## src/rtl/lmc_pkg.sv

```systemverilog
package lmc_pkg;
  typedef enum logic [1:0] {
    END_NONE  = 2'd0,
    END_DONE  = 2'd1,
    END_INTR  = 2'd2,
    END_FAULT = 2'd3
  } end_kind_e;

  typedef enum logic [1:0] {
    CMP_EQ   = 2'd0,
    CMP_LOW  = 2'd1,
    CMP_HIGH = 2'd2
  } cmp_res_e;

  typedef enum logic [1:0] {
    ACC_RD_DST = 2'd0,
    ACC_RD_SRC = 2'd1,
    ACC_WR_DST = 2'd2
  } acc_kind_e;

  typedef enum logic [2:0] {
    ST_IDLE = 3'd0,
    ST_STEP = 3'd1,
    ST_REQ  = 3'd2,
    ST_RSP  = 3'd3,
    ST_CMP  = 3'd4,
    ST_ADV  = 3'd5
  } seq_state_e;
endpackage

```

## src/rtl/lmc_operand.sv

```systemverilog
module lmc_operand #(
  parameter int AW = 32,
  parameter int LW = 24
) (
  input  logic          clk,
  input  logic          rst_n,
  input  logic          load,
  input  logic [AW-1:0] addr_in,
  input  logic [LW-1:0] len_in,
  input  logic          adv,
  output logic [AW-1:0] addr_q,
  output logic [LW-1:0] len_q
);
  always_ff @(posedge clk or negedge rst_n) begin
    if (!rst_n) begin
      addr_q <= '0;
      len_q  <= '0;
    end else if (load) begin
      addr_q <= addr_in;
      len_q  <= len_in;
    end else if (adv && (len_q != '0)) begin
      addr_q <= addr_q + AW'(1);
      len_q  <= len_q - LW'(1);
    end
  end
endmodule

```

## src/rtl/lmc_seq.sv

```systemverilog
module lmc_seq
  import lmc_pkg::*;
#(
  parameter int AW = 32,
  parameter int LW = 24
) (
  input  logic          clk,
  input  logic          rst_n,
  input  logic          start,
  input  logic          mode,
  input  logic [7:0]    pad,
  input  logic          irq,
  input  logic [AW-1:0] a_addr,
  input  logic [LW-1:0] a_len,
  input  logic [AW-1:0] b_addr,
  input  logic [LW-1:0] b_len,
  output logic          load,
  output logic          adv,
  output logic          busy,
  output logic          req_valid,
  input  logic          req_ready,
  output logic          req_write,
  output logic [AW-1:0] req_addr,
  output logic [7:0]    req_wdata,
  input  logic          rsp_valid,
  output logic          rsp_ready,
  input  logic [7:0]    rsp_rdata,
  input  logic          rsp_fault,
  output logic          end_valid,
  output logic [1:0]    end_kind,
  output logic [1:0]    cmp_res,
  output logic [AW-1:0] fault_addr
);
  seq_state_e st;
  acc_kind_e  acc;
  logic [7:0] byte_a, byte_b, pad_q;
  logic       mode_q;
  logic       a_nz, b_nz, more_left;

  assign a_nz = (a_len != '0);
  assign b_nz = (b_len != '0);
  // Work left once the current byte is retired.
  assign more_left = (a_len > LW'(1)) || (mode_q && (b_len > LW'(1)));

  assign load      = (st == ST_IDLE) && start;
  assign adv       = (st == ST_ADV);
  assign busy      = (st != ST_IDLE);
  assign req_valid = (st == ST_REQ);
  assign rsp_ready = (st == ST_RSP);
  assign req_write = (acc == ACC_WR_DST);
  assign req_addr  = (acc == ACC_RD_SRC) ? b_addr : a_addr;
  assign req_wdata = byte_b;

  always_ff @(posedge clk or negedge rst_n) begin
    if (!rst_n) begin
      st         <= ST_IDLE;
      acc        <= ACC_RD_DST;
      byte_a     <= '0;
      byte_b     <= '0;
      pad_q      <= '0;
      mode_q     <= 1'b0;
      end_valid  <= 1'b0;
      end_kind   <= END_NONE;
      cmp_res    <= CMP_EQ;
      fault_addr <= '0;
    end else begin
      end_valid <= 1'b0;
      case (st)
        ST_IDLE: if (start) begin
          mode_q   <= mode;
          pad_q    <= pad;
          end_kind <= END_NONE;
          cmp_res  <= CMP_EQ;
          st       <= ST_STEP;
        end
        ST_STEP: begin
          if (!mode_q) begin
            if (!a_nz) begin
              st <= ST_IDLE; end_valid <= 1'b1; end_kind <= END_DONE;
            end else if (b_nz) begin
              acc <= ACC_RD_SRC; st <= ST_REQ;
            end else begin
              byte_b <= pad_q; acc <= ACC_WR_DST; st <= ST_REQ;
            end
          end else begin
            if (!a_nz && !b_nz) begin
              st <= ST_IDLE; end_valid <= 1'b1; end_kind <= END_DONE;
            end else if (a_nz) begin
              acc <= ACC_RD_DST; st <= ST_REQ;
            end else begin
              byte_a <= pad_q; acc <= ACC_RD_SRC; st <= ST_REQ;
            end
          end
        end
        ST_REQ: if (req_ready) st <= ST_RSP;
        ST_RSP: if (rsp_valid) begin
          if (rsp_fault) begin
            fault_addr <= req_addr;
            st <= ST_IDLE; end_valid <= 1'b1; end_kind <= END_FAULT;
          end else begin
            case (acc)
              ACC_RD_DST: begin
                byte_a <= rsp_rdata;
                if (b_nz) begin
                  acc <= ACC_RD_SRC; st <= ST_REQ;
                end else begin
                  byte_b <= pad_q; st <= ST_CMP;
                end
              end
              ACC_RD_SRC: begin
                byte_b <= rsp_rdata;
                if (mode_q) st <= ST_CMP;
                else begin
                  acc <= ACC_WR_DST; st <= ST_REQ;
                end
              end
              default: st <= ST_ADV;
            endcase
          end
        end
        ST_CMP: begin
          if (byte_a != byte_b) begin
            cmp_res <= (byte_a < byte_b) ? CMP_LOW : CMP_HIGH;
            st <= ST_IDLE; end_valid <= 1'b1; end_kind <= END_DONE;
          end else begin
            st <= ST_ADV;
          end
        end
        ST_ADV: begin
          if (irq && more_left) begin
            st <= ST_IDLE; end_valid <= 1'b1; end_kind <= END_INTR;
          end else begin
            st <= ST_STEP;
          end
        end
        default: st <= ST_IDLE;
      endcase
    end
  end
endmodule

```

## src/rtl/lmc_engine.sv

```systemverilog
module lmc_engine #(
  parameter int AW = 32,
  parameter int LW = 24
) (
  input  logic          clk,
  input  logic          rst_n,
  input  logic          start,
  input  logic          mode,
  input  logic [7:0]    pad,
  input  logic [AW-1:0] dst_addr_in,
  input  logic [LW-1:0] dst_len_in,
  input  logic [AW-1:0] src_addr_in,
  input  logic [LW-1:0] src_len_in,
  input  logic          irq,
  output logic          busy,
  output logic [AW-1:0] dst_addr,
  output logic [LW-1:0] dst_len,
  output logic [AW-1:0] src_addr,
  output logic [LW-1:0] src_len,
  output logic          end_valid,
  output logic [1:0]    end_kind,
  output logic [1:0]    cmp_res,
  output logic [AW-1:0] fault_addr,
  output logic          req_valid,
  input  logic          req_ready,
  output logic          req_write,
  output logic [AW-1:0] req_addr,
  output logic [7:0]    req_wdata,
  input  logic          rsp_valid,
  output logic          rsp_ready,
  input  logic [7:0]    rsp_rdata,
  input  logic          rsp_fault
);
  localparam int NOPS = 2;

  logic          load, adv;
  logic [AW-1:0] op_addr_in [NOPS];
  logic [LW-1:0] op_len_in  [NOPS];
  logic [AW-1:0] op_addr    [NOPS];
  logic [LW-1:0] op_len     [NOPS];

  assign op_addr_in[0] = dst_addr_in;
  assign op_len_in[0]  = dst_len_in;
  assign op_addr_in[1] = src_addr_in;
  assign op_len_in[1]  = src_len_in;

  for (genvar g = 0; g < NOPS; g++) begin : g_op
    lmc_operand #(.AW(AW), .LW(LW)) u_op (
      .clk(clk), .rst_n(rst_n), .load(load),
      .addr_in(op_addr_in[g]), .len_in(op_len_in[g]), .adv(adv),
      .addr_q(op_addr[g]), .len_q(op_len[g])
    );
  end

  assign dst_addr = op_addr[0];
  assign dst_len  = op_len[0];
  assign src_addr = op_addr[1];
  assign src_len  = op_len[1];

  lmc_seq #(.AW(AW), .LW(LW)) u_seq (
    .clk(clk), .rst_n(rst_n), .start(start), .mode(mode), .pad(pad), .irq(irq),
    .a_addr(op_addr[0]), .a_len(op_len[0]), .b_addr(op_addr[1]), .b_len(op_len[1]),
    .load(load), .adv(adv), .busy(busy),
    .req_valid(req_valid), .req_ready(req_ready), .req_write(req_write),
    .req_addr(req_addr), .req_wdata(req_wdata),
    .rsp_valid(rsp_valid), .rsp_ready(rsp_ready), .rsp_rdata(rsp_rdata),
    .rsp_fault(rsp_fault),
    .end_valid(end_valid), .end_kind(end_kind), .cmp_res(cmp_res),
    .fault_addr(fault_addr)
  );
endmodule

```

## config.mk

```make
export PLATFORM = sky130hd
export DESIGN_NAME = lmc_engine
export DESIGN_NICKNAME = d
export VERILOG_FILES = /design/src/rtl/lmc_pkg.sv /design/src/rtl/lmc_operand.sv /design/src/rtl/lmc_seq.sv /design/src/rtl/lmc_engine.sv
export SDC_FILE = /design/constraint.sdc
export NUM_CORES = 1
export LEC_CHECK = 0
export BUFFER_PORTS_ARGS = -buffer_cell sky130_fd_sc_hd__buf_2
export CAP_MARGIN = 20
export CORE_MARGIN = 2
export CORE_UTILIZATION = 29
export CTS_BUF_LIST = sky130_fd_sc_hd__clkbuf_8
export DETAILED_ROUTE_END_ITERATION = 10
export SLEW_MARGIN = 20
export SYNTH_ARGS = -nofsm -noshare
export SYNTH_HDL_FRONTEND = slang
export SYNTH_SLANG_ARGS = --single-unit
```

## constraint.sdc

```tcl
create_clock -name clk -period 4.4 [get_ports clk]
set_input_delay 0.88 -clock clk [delete_from_list [all_inputs] [get_ports clk]]
set_output_delay 0.88 -clock clk [all_outputs]
set_load 0.01 [all_outputs]
```

==> impl_metrics.sql <==
INSERT INTO impl_metrics (metric_group, metric, value, unit) VALUES
('floorplan', 'std_cell_rows', '67', ''),
('critical_path', 'crit_path_end_kind', 'primary output', ''),
('drt', 'detail_route.wirelength', '33.8', 'mm'),
('sta', 'worst-slew-pin-transition', '1.02', 'ns'),
('critical_path', 'worstPathCellList', 'nor2b_4, buf_4, mux2_2, buf_2', ''),
('power', 'share_comb_of_total_power', '47.0', '%'),
('sta', 'clock-skew-final', '0.0287', 'ns'),
('critical_path', 'worst_path_max_delay_cell', 'sky130_fd_sc_hd__dfrtp_1', ''),
('synth', 'syn_area_per_cell', '9.31', 'um2'),
('drt', 'dr_total_vias', '9125', ''),
('clocking', 'cts_resized', '0', ''),
('power', 'power_switching_share', '45.5', '%'),
('sta', 'slew_hr', '31.9', '%'),
('sta', 'period_share', '76.0', '%'),
('cells_and_area', 'fin_area', '12500', 'um2'),
('clocking', 'number_of_sinks_on_the_clock_net', '179', ''),
('clocking', 'cts_max_path_buffers', '2', ''),
('sta', 'finalWorstSetupSlack', '1.06', 'ns'),
('critical_path', 'worst_path_largest_cell_delay', '0.46', 'ns'),
('critical_path', 'critPathMaxFanout', '25', ''),
('drt', 'detail_route.vias_per_cell', '4.97', ''),
('floorplan', 'die-area', '35900', 'um2'),
('sta', 'max_freq', '299', 'MHz'),
('grt', 'total_congestion_overflow_after_global_routing', '0', ''),
('run', 'maxCapViolations', '0', ''),
('power', 'max-vdd-ir-drop', '0.344', 'mV'),
('power', 'switchingPower', '3970', 'uW'),
('floorplan', 'core_area', '33700', 'um2'),
('synth', 'synth_seq_cells', '179', ''),
('power', 'areal_power_density_over_the_cells', '700', 'nW/um2'),
('floorplan', 'start_util', '29.6', '%'),
('cells_and_area', 'synthToLayoutAreaGrowth', '25.1', '%'),
('synth', 'synth.top_cell.area_share', '45.0', '%'),
('power', 'static-leakage-power', '0.00542', 'uW'),
('synth', 'syn_warnings', '0', ''),
('synth', 'yosys-top-cells-count', '182 x sky130_fd_sc_hd__nand2_1, 179 x sky130_fd_sc_hd__dfrtp_1, 102 x sky130_fd_sc_hd__o21ai_0, 70 x sky130_fd_sc_hd__mux2_2, 68 x sky130_fd_sc_hd__xnor2_1', ''),
('floorplan', 'ios', '329', ''),
('cells_and_area', 'drive_above_1_share', '33.6', '%'),
('synth', 'async_flop_share', '100', '%'),
('status', 'outcome', 'finished clean', ''),
('cells_and_area', 'ff_latch_area', '4480', 'um2'),
('clocking', 'clock_tree.root_cell', 'sky130_fd_sc_hd__clkbuf_8', ''),
('synth', 'synthTopCellsByArea', 'sky130_fd_sc_hd__dfrtp_1 45%, sky130_fd_sc_hd__mux2_2 7.9%, sky130_fd_sc_hd__nand2_1 6.9%', ''),
('critical_path', 'critical_path.n_buffers_inverters', '2', ''),
('floorplan', 'die_width', '189', 'um'),
('clocking', 'number_of_h_tree_branching_levels', '4', ''),
('synth', 'synth-main-ff-cell', 'sky130_fd_sc_hd__dfrtp_1', ''),
('drt', 'drcViolationCount', '0', ''),
('floorplan', 'dieHeight', '189', 'um'),
('drt', 'antenna_left', '0', ''),
('place', 'dpl-instance-area', '12100', 'um2'),
('grt', 'grt_first_pass_wirelength', '52.3', 'mm'),
('clocking', 'postCtsSetupRepairBufs', '0', ''),
('power', 'power_report.internal_total', '4760', 'uW'),
('synth', 'synth_area_leader_cell', 'sky130_fd_sc_hd__dfrtp_1', ''),
('power', 'part_of_the_power_in_the_clock_network', '13.3', '%'),
('place', 'routability_congestion_estimate', '0.843', ''),
('sta', 'hold_viol_final', '0', ''),
('synth', 'postSynthNetCount', '1221', ''),
('drt', 'drt_pre_antenna_iters', '5', ''),
('place', 'dpl_worst_slack', '1.20', 'ns'),
('min_path', 'worstHoldPathType', 'in -> async', ''),
('place', 'portBuffers', '328', ''),
('clocking', 'clock_tree_from_tritoncts', 'built', ''),
('grt', 'grt_start_max_net_pins', '86', ''),
('critical_path', 'required', '3.52', 'ns'),
('synth', 'synth-seq-area-share', '45.0', '%'),
('grt', 'first_global_vias', '8941', ''),
('sta', 'period_minus_slack', '3.34', 'ns'),
('synth', 'synth_enable_flop_cells', '0', ''),
('power', 'seq_power_share', '39.6', '%');
## through the flow
stage / power, uW / cells / hold slack, ns / util, %
2_1_floorplan: 5750 / 1070 / 0.468 / -
3_3_place_gp: 7510 / 1800 / 0.482 / 35.8
3_5_place_dp: 7620 / 1800 / 0.488 / 35.8
4_1_cts: 8810 / 1832 / 0.408 / 37.0
5_1_grt: 9420 / 1836 / 0.421 / 37.0
6_report: 8720 / 1836 / 0.398 / 37.0
## power by group through the flow
stage                     sequential (uW)  combinational (uW)  clock (uW)
after global placement               3440                4070           0
after global routing                 3590                4550        1270
final                                3460                4100        1160
after detailed placement             3480                4150           0
after floorplan                      3490                2260           0
after CTS                            3450                4160        1200
## cells by family after synthesis
logic type	synth area share [%]
adders and majority gates	1.88
buffers and inverters	3.33
DFF	45.0
and+or+nand+nor	21.3
muxes	8.21
AOI/OAI and AO/OA	12.0
xor gates and xnor gates	8.26
## final timing paths
path,from,to,slack (ns),cells after the start
min in group clk,u_seq.fault_addr[7]$_DFFE_PN0P_,u_seq.fault_addr[7]$_DFFE_PN0P_,0.51,1
setup reg to reg,g_op[0].u_op.len_q[9]$_DFFE_PN0P_,g_op[0].u_op.addr_q[11]$_DFFE_PN0P_,1.13,6
max in group asynchronous,rst_n,u_seq.acc[0]$_DFFE_PN0P_,3.09,2
setup / recovery,u_seq.acc[0]$_DFFE_PN0P_,req_addr[7],1.06,4
hold / removal,rst_n,u_seq.fault_addr[17]$_DFFE_PN0P_,0.40,1
hold reg to reg,u_seq.fault_addr[7]$_DFFE_PN0P_,u_seq.fault_addr[7]$_DFFE_PN0P_,0.51,1
## per-layer routing
metal / track usage, % / vias to the layer above / wire length, um
li1: - / 4393 / -
met1: 25.4 / 4394 / 15300
met2: 30.3 / 288 / 15800
met3: 4.49 / 44 / 1990
met4: 5.55 / 6 / 647
met5: 0 / - / 47
## registers in the layout (all words and copies together) (netlist names), 2 cells and up
signal            flops
u_seq.req_wdata       8
u_seq.acc             2
u_seq.end_kind        2
u_seq.cmp_res         2
u_seq.fault_addr     32
u_seq.pad_q           8
u_seq.st              3
u_seq.byte_a          8
g_op.u_op.len_q      48
g_op.u_op.addr_q     64
## worst reg2reg max path: stages (launching register included)
cell	delay (ns)
sky130_fd_sc_hd__dfrtp_1	0.45
sky130_fd_sc_hd__or4_1	0.64
sky130_fd_sc_hd__or4_1	0.85
sky130_fd_sc_hd__o311ai_2	0.77
sky130_fd_sc_hd__nor3_1	0.13
sky130_fd_sc_hd__xnor2_1	0.19
sky130_fd_sc_hd__o21ai_0	0.09
## cells in the final DEF (no fill, tap or decap), types with 4 or more instances in the layout
cell / synthesis / final
sky130_fd_sc_hd__a2bb2oi_1: 8 / 8
sky130_fd_sc_hd__a211oi_1: 4 / 4
sky130_fd_sc_hd__dfrtp_1: 179 / 179
sky130_fd_sc_hd__mux2_2: 70 / 70
sky130_fd_sc_hd__o21ai_0: 102 / 101
sky130_fd_sc_hd__o211ai_1: 5 / 5
sky130_fd_sc_hd__or4_1: 9 / 9
sky130_fd_sc_hd__clkinvlp_4: 0 / 4
sky130_fd_sc_hd__o21ai_1: 4 / 5
sky130_fd_sc_hd__nor4_1: 21 / 21
sky130_fd_sc_hd__ha_1: 15 / 15
sky130_fd_sc_hd__or3_1: 14 / 14
sky130_fd_sc_hd__clkbuf_8: 0 / 18
sky130_fd_sc_hd__xor2_1: 26 / 26
sky130_fd_sc_hd__a21oi_1: 20 / 19
sky130_fd_sc_hd__nor2_1: 55 / 55
sky130_fd_sc_hd__nand4_1: 18 / 18
sky130_fd_sc_hd__nand2b_1: 4 / 4
sky130_fd_sc_hd__diode_2: 0 / 4
sky130_fd_sc_hd__o22ai_1: 10 / 10
sky130_fd_sc_hd__nor2b_1: 5 / 4
sky130_fd_sc_hd__and2_1: 7 / 6
sky130_fd_sc_hd__xnor2_1: 68 / 68
sky130_fd_sc_hd__buf_2: 4 / 327
sky130_fd_sc_hd__a31oi_1: 8 / 8
sky130_fd_sc_hd__nand3b_1: 5 / 5
sky130_fd_sc_hd__and3_1: 12 / 12
sky130_fd_sc_hd__buf_4: 0 / 10
sky130_fd_sc_hd__nand2_1: 182 / 181
sky130_fd_sc_hd__inv_6: 0 / 6
sky130_fd_sc_hd__inv_1: 25 / 25
sky130_fd_sc_hd__nor3_1: 40 / 39
sky130_fd_sc_hd__nand3_1: 32 / 32
sky130_fd_sc_hd__and4_1: 6 / 6
sky130_fd_sc_hd__o31ai_1: 4 / 4
sky130_fd_sc_hd__nor4b_1: 5 / 5
## final cells by class
cell class | instances | share of cell area, %
tap | 448 | 4.50
antenna | 4 | 0.0803
inverter | 25 | 0.753
clock buffer | 17 | 1.88
multi-input combinational | 808 | 41.5
sequential | 179 | 35.9
timing repair buffer | 340 | 14.2
clock inverter | 15 | 1.16
No activity file was read; power rests on OpenSTA's default activity.
